[src/rtl/dpr_pkg.sv]
package dpr_pkg;

   localparam int unsigned BYTE_W   = 8;
   localparam int unsigned PTR_BITS = 4;
   localparam int unsigned REG_CNT  = 1 << PTR_BITS;

   typedef enum logic [1:0] {
      RST_NONE   = 2'b00,
      RST_CHAN_A = 2'b01,
      RST_CHAN_B = 2'b10,
      RST_FULL   = 2'b11
   } rst_cmd_e;

   localparam logic [2:0] CMD_NULL       = 3'b000;
   localparam logic [2:0] CMD_POINT_HIGH = 3'b001;

   localparam logic [3:0] IDX_ZERO  = 4'd0;
   localparam logic [3:0] IDX_STAT1 = 4'd1;
   localparam logic [3:0] IDX_VEC   = 4'd2;
   localparam logic [3:0] IDX_IRQ   = 4'd3;
   localparam logic [3:0] IDX_R4    = 4'd4;
   localparam logic [3:0] IDX_R5    = 4'd5;
   localparam logic [3:0] IDX_SYNC  = 4'd7;
   localparam logic [3:0] IDX_TXD   = 4'd8;
   localparam logic [3:0] IDX_MIC   = 4'd9;
   localparam logic [3:0] IDX_R10   = 4'd10;
   localparam logic [3:0] IDX_R11   = 4'd11;
   localparam logic [3:0] IDX_R12   = 4'd12;
   localparam logic [3:0] IDX_R13   = 4'd13;
   localparam logic [3:0] IDX_PLL   = 4'd14;
   localparam logic [3:0] IDX_ICTL  = 4'd15;

   localparam int unsigned ALT_SLOT = 8;
   localparam int unsigned EXT_BIT  = 6;

endpackage

[src/rtl/dpr_decode.sv]
module dpr_decode
   import dpr_pkg::*;
#(
   parameter int unsigned PTR_W = PTR_BITS
) (
   input  logic             ch_sel,
   input  logic             port_sel,
   input  logic             wr_en,
   input  logic             rd_en,
   input  logic [1:0]       mic_cmd,
   input  logic [PTR_W-1:0] ptr_a,
   input  logic [PTR_W-1:0] ptr_b,
   output logic [PTR_W-1:0] sel_ptr,
   output logic             rd_go,
   output logic             ctl_wr0,
   output logic             ptd_wr,
   output logic             ptd_rd,
   output logic             dat_wr,
   output logic [1:0]       chan_clr,
   output logic             full_clr,
   output rst_cmd_e         rst_code
);

   logic ptr_zero;
   logic mic_wr;

   always_comb begin
      sel_ptr  = ch_sel ? ptr_b : ptr_a;
      ptr_zero = (sel_ptr == '0);
      rd_go    = rd_en & ~wr_en;
      ctl_wr0  = wr_en & ~port_sel & ptr_zero;
      ptd_wr   = wr_en & ~port_sel & ~ptr_zero;
      ptd_rd   = rd_go & ~port_sel & ~ptr_zero;
      dat_wr   = wr_en & port_sel;
      mic_wr   = ptd_wr & (sel_ptr == PTR_W'(IDX_MIC));
      rst_code = mic_wr ? rst_cmd_e'(mic_cmd) : RST_NONE;
      full_clr = (rst_code == RST_FULL);
      chan_clr[0] = (rst_code == RST_CHAN_A) | full_clr;
      chan_clr[1] = (rst_code == RST_CHAN_B) | full_clr;
   end

endmodule

[src/rtl/dpr_chan.sv]
module dpr_chan
   import dpr_pkg::*;
#(
   parameter int unsigned DATA_W = BYTE_W,
   parameter int unsigned PTR_W  = PTR_BITS,
   localparam int unsigned NREG  = 1 << PTR_W
) (
   input  logic                       clk,
   input  logic                       rst_n,
   input  logic                       clr,
   input  logic                       sel,
   input  logic                       ctl_wr0,
   input  logic                       ptd_wr,
   input  logic                       ptd_rd,
   input  logic                       dat_wr,
   input  logic [DATA_W-1:0]          wdata,
   output logic [PTR_W-1:0]           ptr_q,
   output logic [NREG-1:0][DATA_W-1:0] regs_q,
   output logic [2:0]                 cmd_q,
   output logic [1:0]                 crc_q,
   output logic [2:0]                 pll_q,
   output logic                       tx_q
);

   logic       alt_sel;
   logic [2:0] wr0_cmd;

   assign alt_sel = regs_q[IDX_ICTL][0];
   assign wr0_cmd = wdata[5:3];

   always_ff @(posedge clk or negedge rst_n) begin
      if (!rst_n) begin
         ptr_q  <= '0;
         regs_q <= '0;
         cmd_q  <= '0;
         crc_q  <= '0;
         pll_q  <= '0;
         tx_q   <= 1'b0;
      end else begin
         cmd_q <= '0;
         crc_q <= '0;
         pll_q <= '0;
         tx_q  <= 1'b0;
         if (clr) begin
            regs_q <= '0;
            ptr_q  <= '0;
         end else if (sel) begin
            if (ctl_wr0) begin
               ptr_q <= {(wr0_cmd == CMD_POINT_HIGH), wdata[2:0]};
               if (wr0_cmd != CMD_NULL && wr0_cmd != CMD_POINT_HIGH) begin
                  cmd_q <= wr0_cmd;
               end
               crc_q <= wdata[7:6];
            end
            if (ptd_wr || ptd_rd) begin
               ptr_q <= '0;
            end
            if (ptd_wr) begin
               case (ptr_q)
                  IDX_SYNC: begin
                     if (alt_sel) regs_q[ALT_SLOT] <= wdata;
                     else         regs_q[IDX_SYNC] <= wdata;
                  end
                  IDX_PLL: begin
                     regs_q[IDX_PLL] <= {3'b000, wdata[4:0]};
                     pll_q           <= wdata[7:5];
                  end
                  IDX_TXD:  tx_q <= 1'b1;
                  IDX_VEC:  ;
                  IDX_MIC:  ;
                  default:  regs_q[ptr_q] <= wdata;
               endcase
            end
            if (dat_wr) begin
               tx_q <= 1'b1;
            end
         end
      end
   end

endmodule

[src/rtl/dpr_shared.sv]
module dpr_shared
   import dpr_pkg::*;
#(
   parameter int unsigned DATA_W = BYTE_W,
   parameter int unsigned PTR_W  = PTR_BITS
) (
   input  logic              clk,
   input  logic              rst_n,
   input  logic              full_clr,
   input  logic              ptd_wr,
   input  logic [PTR_W-1:0]  sel_ptr,
   input  logic [DATA_W-1:0] wdata,
   output logic [DATA_W-1:0] vec_q,
   output logic [DATA_W-1:0] mic_q
);

   always_ff @(posedge clk or negedge rst_n) begin
      if (!rst_n) begin
         vec_q <= '0;
         mic_q <= '0;
      end else if (full_clr) begin
         vec_q <= '0;
         mic_q <= '0;
      end else if (ptd_wr) begin
         if (sel_ptr == PTR_W'(IDX_VEC)) begin
            vec_q <= wdata;
         end
         if (sel_ptr == PTR_W'(IDX_MIC)) begin
            mic_q <= {2'b00, wdata[DATA_W-3:0]};
         end
      end
   end

endmodule

[src/rtl/dpr_rdmux.sv]
module dpr_rdmux
   import dpr_pkg::*;
#(
   parameter int unsigned DATA_W = BYTE_W,
   parameter int unsigned PTR_W  = PTR_BITS
) (
   input  logic                   ch_sel,
   input  logic                   port_sel,
   input  logic [PTR_W-1:0]       sel_ptr,
   input  logic                   ext_rd,
   input  logic [DATA_W-1:0]      w3,
   input  logic [DATA_W-1:0]      w4,
   input  logic [DATA_W-1:0]      w5,
   input  logic [DATA_W-1:0]      w10,
   input  logic [DATA_W-1:0]      w12,
   input  logic [DATA_W-1:0]      w13,
   input  logic [DATA_W-1:0]      w15,
   input  logic [DATA_W-1:0]      vec_q,
   input  logic [1:0][DATA_W-1:0] stat0_in,
   input  logic [1:0][DATA_W-1:0] stat1_in,
   input  logic [1:0][DATA_W-1:0] stat10_in,
   input  logic [1:0][DATA_W-1:0] rx_byte_in,
   input  logic [5:0]             irq_pend_in,
   input  logic [2:0]             vec_code_in,
   output logic [DATA_W-1:0]      rd_val
);

   always_comb begin
      rd_val = '0;
      if (port_sel) begin
         rd_val = rx_byte_in[ch_sel];
      end else begin
         case (sel_ptr)
            IDX_ZERO:  rd_val = stat0_in[ch_sel];
            IDX_STAT1: rd_val = stat1_in[ch_sel];
            IDX_VEC:   rd_val = ch_sel ? {vec_q[7:4], vec_code_in, vec_q[0]} : vec_q;
            IDX_IRQ:   rd_val = ch_sel ? '0 : {2'b00, irq_pend_in};
            IDX_R4:    rd_val = ext_rd ? w4 : '0;
            IDX_R5:    rd_val = ext_rd ? w5 : '0;
            IDX_TXD:   rd_val = rx_byte_in[ch_sel];
            IDX_MIC:   rd_val = ext_rd ? w3 : '0;
            IDX_R10:   rd_val = stat10_in[ch_sel];
            IDX_R11:   rd_val = ext_rd ? w10 : '0;
            IDX_R12:   rd_val = w12;
            IDX_R13:   rd_val = w13;
            IDX_ICTL:  rd_val = w15;
            default:   rd_val = '0;
         endcase
      end
   end

endmodule

[src/rtl/dual_ptr_regfile.sv]
module dual_ptr_regfile
   import dpr_pkg::*;
#(
   parameter int unsigned DATA_W   = BYTE_W,
   parameter int unsigned PTR_W    = PTR_BITS,
   parameter bit          READ_REG = 1'b1,
   localparam int unsigned NREG    = 1 << PTR_W,
   localparam int unsigned NCH     = 2
) (
   input  logic                             clk,
   input  logic                             rst_n,
   input  logic                             ch_sel,
   input  logic                             port_sel,
   input  logic                             wr_en,
   input  logic                             rd_en,
   input  logic [DATA_W-1:0]                wdata,
   input  logic [NCH-1:0][DATA_W-1:0]       stat0_in,
   input  logic [NCH-1:0][DATA_W-1:0]       stat1_in,
   input  logic [NCH-1:0][DATA_W-1:0]       stat10_in,
   input  logic [NCH-1:0][DATA_W-1:0]       rx_byte_in,
   input  logic [5:0]                       irq_pend_in,
   input  logic [2:0]                       vec_code_in,
   output logic [DATA_W-1:0]                rdata,
   output logic [NCH-1:0][NREG-1:0][DATA_W-1:0] wreg_q,
   output logic [NCH-1:0][2:0]              cmd_code,
   output logic [NCH-1:0][1:0]              crc_code,
   output logic [NCH-1:0][2:0]              pll_code,
   output logic [NCH-1:0]                   tx_stb,
   output logic [DATA_W-1:0]                tx_byte,
   output logic [1:0]                       rst_cmd
);

   if (DATA_W != 8) begin : g_bad_width
      $error("dual_ptr_regfile: DATA_W must be 8");
   end
   if (PTR_W != 4) begin : g_bad_ptr
      $error("dual_ptr_regfile: PTR_W must be 4");
   end

   logic [NCH-1:0][PTR_W-1:0]           ptr_arr;
   logic [NCH-1:0][NREG-1:0][DATA_W-1:0] chan_regs;
   logic [NREG-1:0][DATA_W-1:0]         cur_regs;
   logic [PTR_W-1:0]                    sel_ptr;
   logic                                rd_go, ctl_wr0, ptd_wr, ptd_rd, dat_wr, full_clr;
   logic [NCH-1:0]                      chan_clr;
   rst_cmd_e                            rst_code;
   logic [DATA_W-1:0]                   vec_q, mic_q, rd_val;

   dpr_decode #(.PTR_W(PTR_W)) u_decode (
      .ch_sel   (ch_sel),
      .port_sel (port_sel),
      .wr_en    (wr_en),
      .rd_en    (rd_en),
      .mic_cmd  (wdata[DATA_W-1:DATA_W-2]),
      .ptr_a    (ptr_arr[0]),
      .ptr_b    (ptr_arr[1]),
      .sel_ptr  (sel_ptr),
      .rd_go    (rd_go),
      .ctl_wr0  (ctl_wr0),
      .ptd_wr   (ptd_wr),
      .ptd_rd   (ptd_rd),
      .dat_wr   (dat_wr),
      .chan_clr (chan_clr),
      .full_clr (full_clr),
      .rst_code (rst_code)
   );

   for (genvar c = 0; c < NCH; c++) begin : g_chan
      localparam logic CH_ID = 1'(c);
      dpr_chan #(.DATA_W(DATA_W), .PTR_W(PTR_W)) u_chan (
         .clk     (clk),
         .rst_n   (rst_n),
         .clr     (chan_clr[c]),
         .sel     (ch_sel == CH_ID),
         .ctl_wr0 (ctl_wr0),
         .ptd_wr  (ptd_wr),
         .ptd_rd  (ptd_rd),
         .dat_wr  (dat_wr),
         .wdata   (wdata),
         .ptr_q   (ptr_arr[c]),
         .regs_q  (chan_regs[c]),
         .cmd_q   (cmd_code[c]),
         .crc_q   (crc_code[c]),
         .pll_q   (pll_code[c]),
         .tx_q    (tx_stb[c])
      );

      always_comb begin
         wreg_q[c]          = chan_regs[c];
         wreg_q[c][IDX_VEC] = vec_q;
         wreg_q[c][IDX_MIC] = mic_q;
      end
   end

   dpr_shared #(.DATA_W(DATA_W), .PTR_W(PTR_W)) u_shared (
      .clk      (clk),
      .rst_n    (rst_n),
      .full_clr (full_clr),
      .ptd_wr   (ptd_wr),
      .sel_ptr  (sel_ptr),
      .wdata    (wdata),
      .vec_q    (vec_q),
      .mic_q    (mic_q)
   );

   assign cur_regs = chan_regs[ch_sel];

   dpr_rdmux #(.DATA_W(DATA_W), .PTR_W(PTR_W)) u_rdmux (
      .ch_sel      (ch_sel),
      .port_sel    (port_sel),
      .sel_ptr     (sel_ptr),
      .ext_rd      (cur_regs[ALT_SLOT][EXT_BIT]),
      .w3          (cur_regs[IDX_IRQ]),
      .w4          (cur_regs[IDX_R4]),
      .w5          (cur_regs[IDX_R5]),
      .w10         (cur_regs[IDX_R10]),
      .w12         (cur_regs[IDX_R12]),
      .w13         (cur_regs[IDX_R13]),
      .w15         (cur_regs[IDX_ICTL]),
      .vec_q       (vec_q),
      .stat0_in    (stat0_in),
      .stat1_in    (stat1_in),
      .stat10_in   (stat10_in),
      .rx_byte_in  (rx_byte_in),
      .irq_pend_in (irq_pend_in),
      .vec_code_in (vec_code_in),
      .rd_val      (rd_val)
   );

   if (READ_REG) begin : g_rd_reg
      always_ff @(posedge clk or negedge rst_n) begin
         if (!rst_n)     rdata <= '0;
         else if (rd_go) rdata <= rd_val;
      end
   end else begin : g_rd_comb
      assign rdata = rd_go ? rd_val : '0;
   end

   always_ff @(posedge clk or negedge rst_n) begin
      if (!rst_n) begin
         tx_byte <= '0;
         rst_cmd <= '0;
      end else begin
         rst_cmd <= rst_code;
         if (dat_wr || (ptd_wr && sel_ptr == PTR_W'(IDX_TXD))) begin
            tx_byte <= wdata;
         end
      end
   end

endmodule

[config.mk]
export PLATFORM = sky130hd
export DESIGN_NAME = dual_ptr_regfile
export DESIGN_NICKNAME = d
export VERILOG_FILES = /design/src/rtl/dpr_pkg.sv /design/src/rtl/dpr_decode.sv /design/src/rtl/dpr_chan.sv /design/src/rtl/dpr_shared.sv /design/src/rtl/dpr_rdmux.sv /design/src/rtl/dual_ptr_regfile.sv
export SDC_FILE = /design/constraint.sdc
export NUM_CORES = 1
export LEC_CHECK = 0
export BUFFER_PORTS_ARGS = -buffer_cell sky130_fd_sc_hd__clkbuf_2
export CAP_MARGIN = 30
export CORE_AREA = 10 10 176 178
export CTS_CLUSTER_SIZE = 12
export DETAILED_ROUTE_END_ITERATION = 6
export DIE_AREA = 0 0 186 188
export PLACE_DENSITY_LB_ADDON = 0.2
export SYNTH_ARGS = -nofsm -noshare
export SYNTH_HDL_FRONTEND = slang
export SYNTH_SLANG_ARGS = --single-unit
[constraint.sdc]
create_clock -name clk -period 5.4 [get_ports clk]
set_input_delay 0.54 -clock clk [delete_from_list [all_inputs] [get_ports clk]]
set_output_delay 0.54 -clock clk [all_outputs]
set_load 0.01 [all_outputs]
==> results of run 1 <==
==> routing by layer <==
| layer | part of all wire (%) | vias to the layer above |
|---|---|---|
| met5 | 0 | - |
| met4 | 3.8 | 0 |
| met3 | 12 | 137 |
| met2 | 46 | 838 |
| met1 | 38 | 6290 |
| li1 | - | 5429 |
==> cell type report <==
type | count | area [µm²]
Tap cell | 346 | 433
Multi-Input combinational cell | 914 | 5900
Antenna cell | 3 | 7.51
Clock buffer | 41 | 811
Sequential cell | 282 | 7060
Timing Repair Buffer | 409 | 2260
Fill cell | 2423 | 10900
Clock inverter | 4 | 22.5
Inverter | 11 | 42.5
==> power by group through the flow <==
stage | Clock, µW | Combinational, µW | Sequential, µW
2_1_floorplan | 0 | 508 | 2510
3_3_place_gp | 0 | 1070 | 2480
3_5_place_dp | 0 | 1090 | 2480
4_1_cts | 1870 | 1090 | 2450
5_1_grt | 1960 | 1170 | 2470
6_report | 1850 | 1110 | 2450
==> synthesized netlist by cell type, types with 3 or more instances <==
| cell type | count | area (µm²) |
|---|---|---|
| a211oi_1 | 9 | 67.6 |
| a21oi_1 | 97 | 485 |
| a221o_1 | 4 | 40.0 |
| a221oi_1 | 16 | 140 |
| a222oi_1 | 3 | 30.0 |
| a22o_1 | 53 | 464 |
| a22oi_1 | 10 | 75.1 |
| a311oi_1 | 4 | 35.0 |
| a31oi_1 | 9 | 56.3 |
| and2_1 | 23 | 144 |
| and3_1 | 3 | 18.8 |
| buf_1 | 3 | 11.3 |
| buf_2 | 29 | 145 |
| buf_4 | 20 | 150 |
| clkbuf_1 | 71 | 267 |
| dfrtp_1 | 282 | 7060 |
| inv_1 | 8 | 30.0 |
| mux2_2 | 26 | 293 |
| mux2i_1 | 136 | 1360 |
| nand2_1 | 103 | 387 |
| nand2b_1 | 11 | 68.8 |
| nand3_1 | 59 | 295 |
| nand3b_1 | 4 | 30.0 |
| nand4_1 | 12 | 75.1 |
| nor2_1 | 127 | 477 |
| nor2b_1 | 19 | 119 |
| nor3_1 | 20 | 100 |
| nor3b_1 | 7 | 52.6 |
| nor4_1 | 6 | 37.5 |
| o21ai_0 | 66 | 330 |
| o22a_1 | 5 | 43.8 |
| o22ai_1 | 24 | 150 |
| o2bb2ai_1 | 6 | 52.6 |
| or3_1 | 5 | 31.3 |
| or3b_2 | 3 | 26.3 |
==> cell usage in the layout, fill, tap and decap left out, drive strengths merged, types with 3 or more instances in the layout <==
cell	Yosys	layout
nor2	128	128
buf	53	36
o21ai	67	67
diode	0	3
nor2b	19	19
nand2	103	103
a211oi	9	9
o2bb2ai	6	6
o22a	5	5
a221oi	16	16
a221o	4	4
a22o	53	53
and3	3	3
nand4	12	12
mux2	26	26
or3b	4	4
a311oi	4	4
conb	1	4
a222oi	3	3
o22ai	24	24
dfrtp	282	282
inv	8	8
nor3b	7	7
mux2i	136	136
and2	24	24
nand2b	11	11
nor4	8	8
clkbuf	71	413
clkinv	3	6
a21oi	98	98
a22oi	10	10
nor3	21	21
nand3	59	59
nand3b	4	4
a31oi	9	9
or3	5	5
==> registers in the layout (all words and copies together) (netlist names) <==
register,count
u_shared.mic_q,6
g_chan.u_chan.pll_q,6
rst_cmd,2
tx_byte,8
g_chan.u_chan.regs_q,224
rdata,8
u_shared.vec_q,8
g_chan.u_chan.cmd_q,6
g_chan.u_chan.ptr_q,8
g_chan.u_chan.crc_q,4
g_chan.u_chan.tx_q,2
==> worst max-delay path: cells and delay by family, from the launching register on <==
kind | cells | cell delay [ns]
flops | 1 | 0.81
simple gates | 2 | 1.24
compound gates | 3 | 0.68
buf+inv | 2 | 0.73
==> repair_timing <==
item                                   CTS  global route
hold buffers                             1             0
endpoints found under the hold margin   37             0
setup endpoints to repair                0             0
==> kinds of logic (layout without fill, tap and decap cells) <==
family / after synthesis / count (layout) / share of synthesized area [%]
simple gates: 413 / 413 / 14.5
compound gates: 335 / 335 / 16.5
flops: 282 / 282 / 52.2
mux: 162 / 162 / 12.2
buf+inv: 135 / 465 / 4.63
other cells: 1 / 7 / 0.0277
==> how the worst max path moves through the flow <==
stage                                                      from                                  endpoint  slack [ns]
after floorplan                                          ch_sel  g_chan[1].u_chan.regs_q[127]$_DFFE_PN0P_        2.87
after global placement                                   ch_sel   g_chan[1].u_chan.regs_q[58]$_DFFE_PN0P_        1.75
after detailed placement                                 ch_sel   g_chan[1].u_chan.regs_q[59]$_DFFE_PN0P_        1.57
after CTS                 g_chan[0].u_chan.ptr_q[3]$_DFFE_PN0P_   g_chan[1].u_chan.regs_q[59]$_DFFE_PN0P_        1.89
after global routing      g_chan[1].u_chan.ptr_q[1]$_DFFE_PN0P_             u_shared.vec_q[6]$_DFFE_PN0P_        1.59
final                     g_chan[0].u_chan.ptr_q[3]$_DFFE_PN0P_   g_chan[1].u_chan.regs_q[59]$_DFFE_PN0P_        1.78
==> stage by stage <==
step	hold WS [ns]	instances	total power (µW)	area, µm²	utilization [%]
after floorplan	0.244	1331	3020	13500	-
after global placement	0.468	1951	3550	15500	56.5
after detailed placement	0.470	1960	3570	15700	57.0
after CTS	0.365	2006	5410	16500	60.1
after global routing	0.413	2010	5590	16500	60.2
final	0.389	2010	5410	16500	60.2
==> results.md, run 1 <==
- Status: finished, final reports clean
- Layout area overhead: 22.2%
- CTS buffer count: 29
- Die area: 35,000 µm²
- Worst path arrival time: 4.06 ns
- Crit end category: flip-flop
- Cell internal pwr: 3710 µW
- Seq/Total Area, Yosys: 52.2%
- Synthesized flop and latch total: 282
- HP Class: input port to flip-flop
- Total GRT Usage: 31.4%
- Antenna Violating Nets Remaining: 0
- Final RePlAce weighted congestion: 1.02
- Fin. max-slew vios: 0
- Met2 global-route usage: 49.7%
- WL/cell: 28.5 µm
- EDFF count, synth: 0
- Hold_sp: wr_en
- Worst slew pin tran: 1.07 ns
- Boundary Pins: 379
- Cell variety after synth: 70
- Critical Path Fanout Max: 42
- Flop-to-flop setup slack: 1.78 ns
- Grt met1 use: 40.0%
- Top_reg_cell synth: dfrtp_1
- First-pass GRT wire length: 83.0 mm
- Max cap viols: 0
- WL final: 57.3 mm
- Data required time of the worst path: 5.85 ns
- Fmax: 0.276 GHz
- Psw: 1700 µW
- Core box area: 27,500 µm²
- Startpoint Class: flip-flop
- Gr ovfl total: 0
- CTS tree: done
- Vias in the first global route: 12,300
- Via density per instance: 6.32
- Delay of the slowest critical-path stage: 0.81 ns
- Most common cell on crit path: a22o_1
- Syn Std Cell Area: 13,500 µm²
- Via Count: 12,700
- Worst Hold Depth: 3
- Crit-path cells: or3b_1, a22o_1, or4_4, clkinv_2, buf_12, a21oi_2, a22o_1
- CTS resizes: 0
- Clk_skew: 0.0216 ns
- Final net count: 1,734
- Clock slew at reported path FFs: 0.06 ns
- Crit-path slowest cell: dfrtp_1
- Leakage: 0.00855 µW
- Worst skew pair latency: 0.56 ns
- H-tree depth: 1
- DRC Markers: 0
- Clock Path Buffers: 3
- Rel. slew slack: 28.6%
- Row count: 61
- Min Tclk post-route: 3.62 ns
- Share of total power in sequential cells: 45.3%
- RSZ-0062 raised after global routing: no
- Die width: 186 µm
- Grt peak-use layer: met2
- Reg-to-Reg End: g_chan[1].u_chan.regs_q[59]$_DFFE_PN0P_
- Gate power share: 20.4%
- Reg2Reg Depth: 7
- Final setup vio count: 0
- Synthesized instance count: 1,328
- Post-CTS Setup Bufs: 0
- Final hold vios: 0
- Power density cells: 327 nW/µm²
- Tcrit/Tclk final: 67.0%
- Port bufs: 374
- WHS Endpoint: g_chan[0].u_chan.tx_q$_DFF_PN0_
- Setup WS post-layout: 1.78 ns
- Root Driver: clkbuf_16
- Syn. warnings: 0
- Detailed Place HPWL: 41.3 mm
- Dpl ws: 1.57 ns
- Initial antenna violation count: 3
- Initial core utilization: 49.2%
- Post-synth ARST share: 100%
- Crit Path Class: flip-flop to flip-flop
- DRT iter0 DRCs: 1,389
- Die Ht: 188 µm
- Met3 usage in global routing: 9.30%
- Layout cell share with drive strength beyond 1: 29.4%
- Max rail drop VDD: 0.000213 V
- Largest net degree at the start of global routing: 145
- Power share of the clock group: 34.3%
- Avg Cell Area, Syn: 10.2 µm²
- Switching share of power: 31.5%
- Crit Reg-Reg Startpoint: g_chan[0].u_chan.ptr_q[3]$_DFFE_PN0P_
- 1st-pass router iterations: 6
- Fin Setup TNS: 0 ns
- Number of clock sinks: 282
No activity file was read; power rests on OpenSTA's default activity.
==> inputs of run 2 (changes only) <==
- ABC_AREA: not set -> 1
- CORE_AREA: 10 10 176 178 -> 10 10 182 184
- DIE_AREA: 0 0 186 188 -> 0 0 192 194
- clock period: 5.4 -> 2.9 ns (I/O delays scaled with it)
==> results.md, run 2 <==
- Seq/Total Area, Yosys: 50.9% (was 52.2%)
- Yosys top cell by area: dfrtp_1 (unchanged)
- Yosys top cell area share: 50.9% (was 52.2%)
- Max reg flops: 224 (unchanged)
- EDFF count, synth: 0 (unchanged)
- 1st-pass router iterations: 6 (unchanged)
- Clock Path Buffers: 3 (unchanged)
- Post-synth top cells: nand2_1, dfrtp_1, nand3_1, nor2_1, o21ai_0 (was dfrtp_1, mux2i_1, nor2_1, nand2_1, a21oi_1)
- Critical Path Fanout Max: 26 (was 42)
- Leakage: 0.00959 µW (was 0.00855 µW)
- Initial core utilization: 47.2% (was 49.2%)
- Worst path bufs/invs: 2 (unchanged)
- Psw: 5600 µW (was 1700 µW)
- DRT iter0 DRCs: 1,482 (was 1,389)
- Via Count: 13,800 (was 12,700)
- Root Driver: clkbuf_16 (unchanged)
- Fin Setup TNS: 0 ns (unchanged)
- Crit-path cells: inv_2, nand2_1, nand2_1, nand2_4, nor2_8, nor2_8, nand2_8, nor2_8, inv_2, nand2_1, o22ai_1 (was or3b_1, a22o_1, or4_4, clkinv_2, buf_12, a21oi_2, a22o_1)
- Number of clock sinks: 282 (unchanged)
- Fin. max-slew vios: 0 (unchanged)
- Max cap viols: 0 (unchanged)
- Synthesized instance count: 1,804 (was 1,328)
- Crit Path Class: flip-flop to flip-flop (unchanged)
- Fmax: 0.372 GHz (was 0.276 GHz)
- Flop-to-flop setup slack: 0.21 ns (was 1.78 ns)
- Gr ovfl total: 0 (unchanged)
- Ranking of synthesized cells by area: dfrtp_1, nand2_1, nand3_1 (was dfrtp_1, mux2i_1, a21oi_1)
- Layout cell share with drive strength beyond 1: 23.9% (was 29.4%)
- Layout area overhead: 22.9% (was 22.2%)
- Power share of the clock group: 26.6% (was 34.3%)
- Clock slew at reported path FFs: 0.06 ns (about the same)
- WL/cell: 21.9 µm (was 28.5 µm)
- Commonest cells after routing, fill and taps aside: nand2_1, clkbuf_2, dfrtp_1 (was clkbuf_2, dfrtp_1, mux2i_1)
- Rel. slew slack: 37.3% (was 28.6%)
- Die width: 192 µm (was 186 µm)
- Detailed Place HPWL: 43.1 mm (was 41.3 mm)
- Final setup vio count: 0 (unchanged)
- Min Hold Slack: 0.0822 ns (was 0.389 ns)
- DRC Markers: 0 (unchanged)
- Commonest non-fill, non-tap cell in the layout: nand2_1 (was clkbuf_2)
- Max rail drop VDD: 0.000548 V (was 0.000213 V)
- FF+latch area: 7060 µm² (unchanged)
- Antenna Violating Nets Remaining: 0 (unchanged)
- H-tree depth: 1 (unchanged)
- Via density per instance: 5.37 (was 6.32)
- Power density cells: 839 nW/µm² (was 327 nW/µm²)
- Worst skew pair latency: 0.57 ns (was 0.56 ns)
- Fill count: 2,823 (was 2,423)
- Row count: 63 (was 61)
- Biggest register: g_chan.u_chan.regs_q (unchanged)
- Post-Layout Cell Count: 2,573 (was 2,010)
- Tcrit/Tclk final: 92.7% (was 67.0%)
- Final RePlAce weighted congestion: 0.994 (was 1.02)
- Cell variety after synth: 33 (was 70)
- Total GRT Usage: 29.3% (was 31.4%)
- Largest net degree at the start of global routing: 97 (was 145)
- Die Ht: 194 µm (was 188 µm)
- Data required time of the worst path: 3.38 ns (was 5.85 ns)
- Cell internal pwr: 8720 µW (was 3710 µW)
- Post-synth ARST share: 100% (unchanged)
- Post-CTS Setup Bufs: 0 (unchanged)
- Status: finished, final reports clean (unchanged)
- Worst Hold Depth: 3 (unchanged)
- Crit-path slowest cell: nand2_1 (was dfrtp_1)
- HP Class: input port to flip-flop (unchanged)
- Clk_skew: 0.0183 ns (was 0.0216 ns)
- Min Tclk post-route: 2.69 ns (was 3.62 ns)
- Switching share of power: 39.1% (was 31.5%)
- Synthesized flop and latch total: 282 (unchanged)
- Die area: 37,200 µm² (was 35,000 µm²)
- Multi-input logic area: 5770 µm² (was 5900 µm²)
- Syn. warnings: 0 (unchanged)
- Port bufs: 374 (unchanged)
- Boundary Pins: 379 (unchanged)
- Initial antenna violation count: 3 (unchanged)
- RSZ-0062 raised after global routing: no (unchanged)
- Inst Count DP: 2,516 (was 1,960)
- WL final: 56.4 mm (was 57.3 mm)
- Delay of the slowest critical-path stage: 0.51 ns (was 0.81 ns)
- Worst path arrival time: 3.16 ns (was 4.06 ns)
- Worst slew pin tran: 0.940 ns (was 1.07 ns)
- Setup WS post-layout: 0.212 ns (was 1.78 ns)
- Avg Cell Area, Syn: 7.69 µm² (was 10.2 µm²)
- Most common cell in the netlist: nand2_1 (was dfrtp_1)
- CTS buffer count: 30 (was 29)
- Final hold vios: 0 (unchanged)
- Startpoint Class: flip-flop (unchanged)
- Placed Area: 16,100 µm² (was 15,700 µm²)
- Dpl ws: 0.0933 ns (was 1.57 ns)
- CTS tree: done (unchanged)
- Cell count along the critical path: 11 (was 7)
- Final instance area: 17,100 µm² (was 16,500 µm²)
- Final net count: 2,247 (was 1,734)
- Share of total power in sequential cells: 39.9% (was 45.3%)
- Crit end category: flip-flop (unchanged)
- Core box area: 29,400 µm² (was 27,500 µm²)
- Syn Std Cell Area: 13,900 µm² (was 13,500 µm²)
- Reg2Reg Depth: 11 (was 7)
- CP top delay family: simple AND/OR/NAND/NOR gates (unchanged)
- First-pass GRT wire length: 84.1 mm (was 83.0 mm)
- Vias in the first global route: 13,800 (was 12,300)
- Top_reg_cell synth: dfrtp_1 (unchanged)
- Gate power share: 33.4% (was 20.4%)
==> run 2: cell count changes after synthesis, moves of 19 or more <==
cell      before  now
nand2_1      103  697
a22o_1        53    0
nand3_1       59  160
mux2i_1      136    0
o21ai_1        1   32
nand2_2        0   21
inv_1          8  121
and2_1        23    0
mux2_2        26    0
a21oi_1       97   37
o21ai_0       66  124
nor2b_1       19    0
clkbuf_1      71   24
==> run 2: cell type report <==
cell class / count / area share (%)
diodes: 3 / 0.0440
clock buffers: 47 / 5.37
clock inverters: 5 / 0.308
inverters: 136 / 3.01
multi-input cells: 1295 / 33.8
flip-flops and latches: 282 / 41.4
well taps: 390 / 2.86
repair buffers: 415 / 13.3
==> run 2: power groups by stage <==
stage,sequential [µW],combinational (µW),clock (µW)
floorplan,5970,2200,0
finish,5720,4790,3810
global placement,5750,4750,0
detailed placement,5770,4780,0
CTS,5710,4810,3840
global route,5820,5270,4020
==> run 2: layer usage <==
layer | vias to the layer above | track usage, % | share of wire (%)
met2 | 729 | 46.4 | 46
met5 | - | 0 | 0
met3 | 125 | 7.07 | 10
met1 | 6522 | 37.0 | 39
li1 | 6434 | - | -
met4 | 0 | 13.5 | 4.5
==> run 2: repair_timing <==
action                    in CTS  in global routing
hold endpoints to repair      67                  0
hold buffers                   1                  0
gates resized for setup        0                  0
==> run 2: worst min-delay path, stage by stage <==
cell and delay [ns]:
clkbuf_2 0.14, nand2_1 0.11, nor2_1 0.05
==> run 2: worst paths after layout <==
check,to,from
worst max register to register,g_chan[0].u_chan.regs_q[81]$_DFFE_PN0P_,g_chan[0].u_chan.ptr_q[2]$_DFFE_PN0P_
worst max-delay path,g_chan[0].u_chan.regs_q[81]$_DFFE_PN0P_,g_chan[0].u_chan.ptr_q[2]$_DFFE_PN0P_
min in group asynchronous,g_chan[0].u_chan.regs_q[10]$_DFFE_PN0P_,rst_n
max in group asynchronous,g_chan[0].u_chan.crc_q[0]$_DFF_PN0_,rst_n
worst min register to register,g_chan[0].u_chan.regs_q[48]$_DFFE_PN0P_,g_chan[0].u_chan.regs_q[48]$_DFFE_PN0P_
worst min-delay path,g_chan[0].u_chan.crc_q[0]$_DFF_PN0_,wdata[6]
==> run 2: cell families after synthesis <==
logic type             count (synthesis)  share of synthesized area, %
other                                  1                        0.0270
AND/OR/NAND/NOR                     1073                          33.2
flip-flops                           282                          50.9
buffers and inverters                230                          7.72
AO/OA/AOI/OAI                        218                          8.23
==> run 2: metrics by stage <==
stage	util, %	power [µW]
after floorplan	-	8170
after global placement	54.6	10500
after detailed placement	54.6	10500
after CTS	58.0	14300
after global routing	58.0	15100
final	58.0	14300
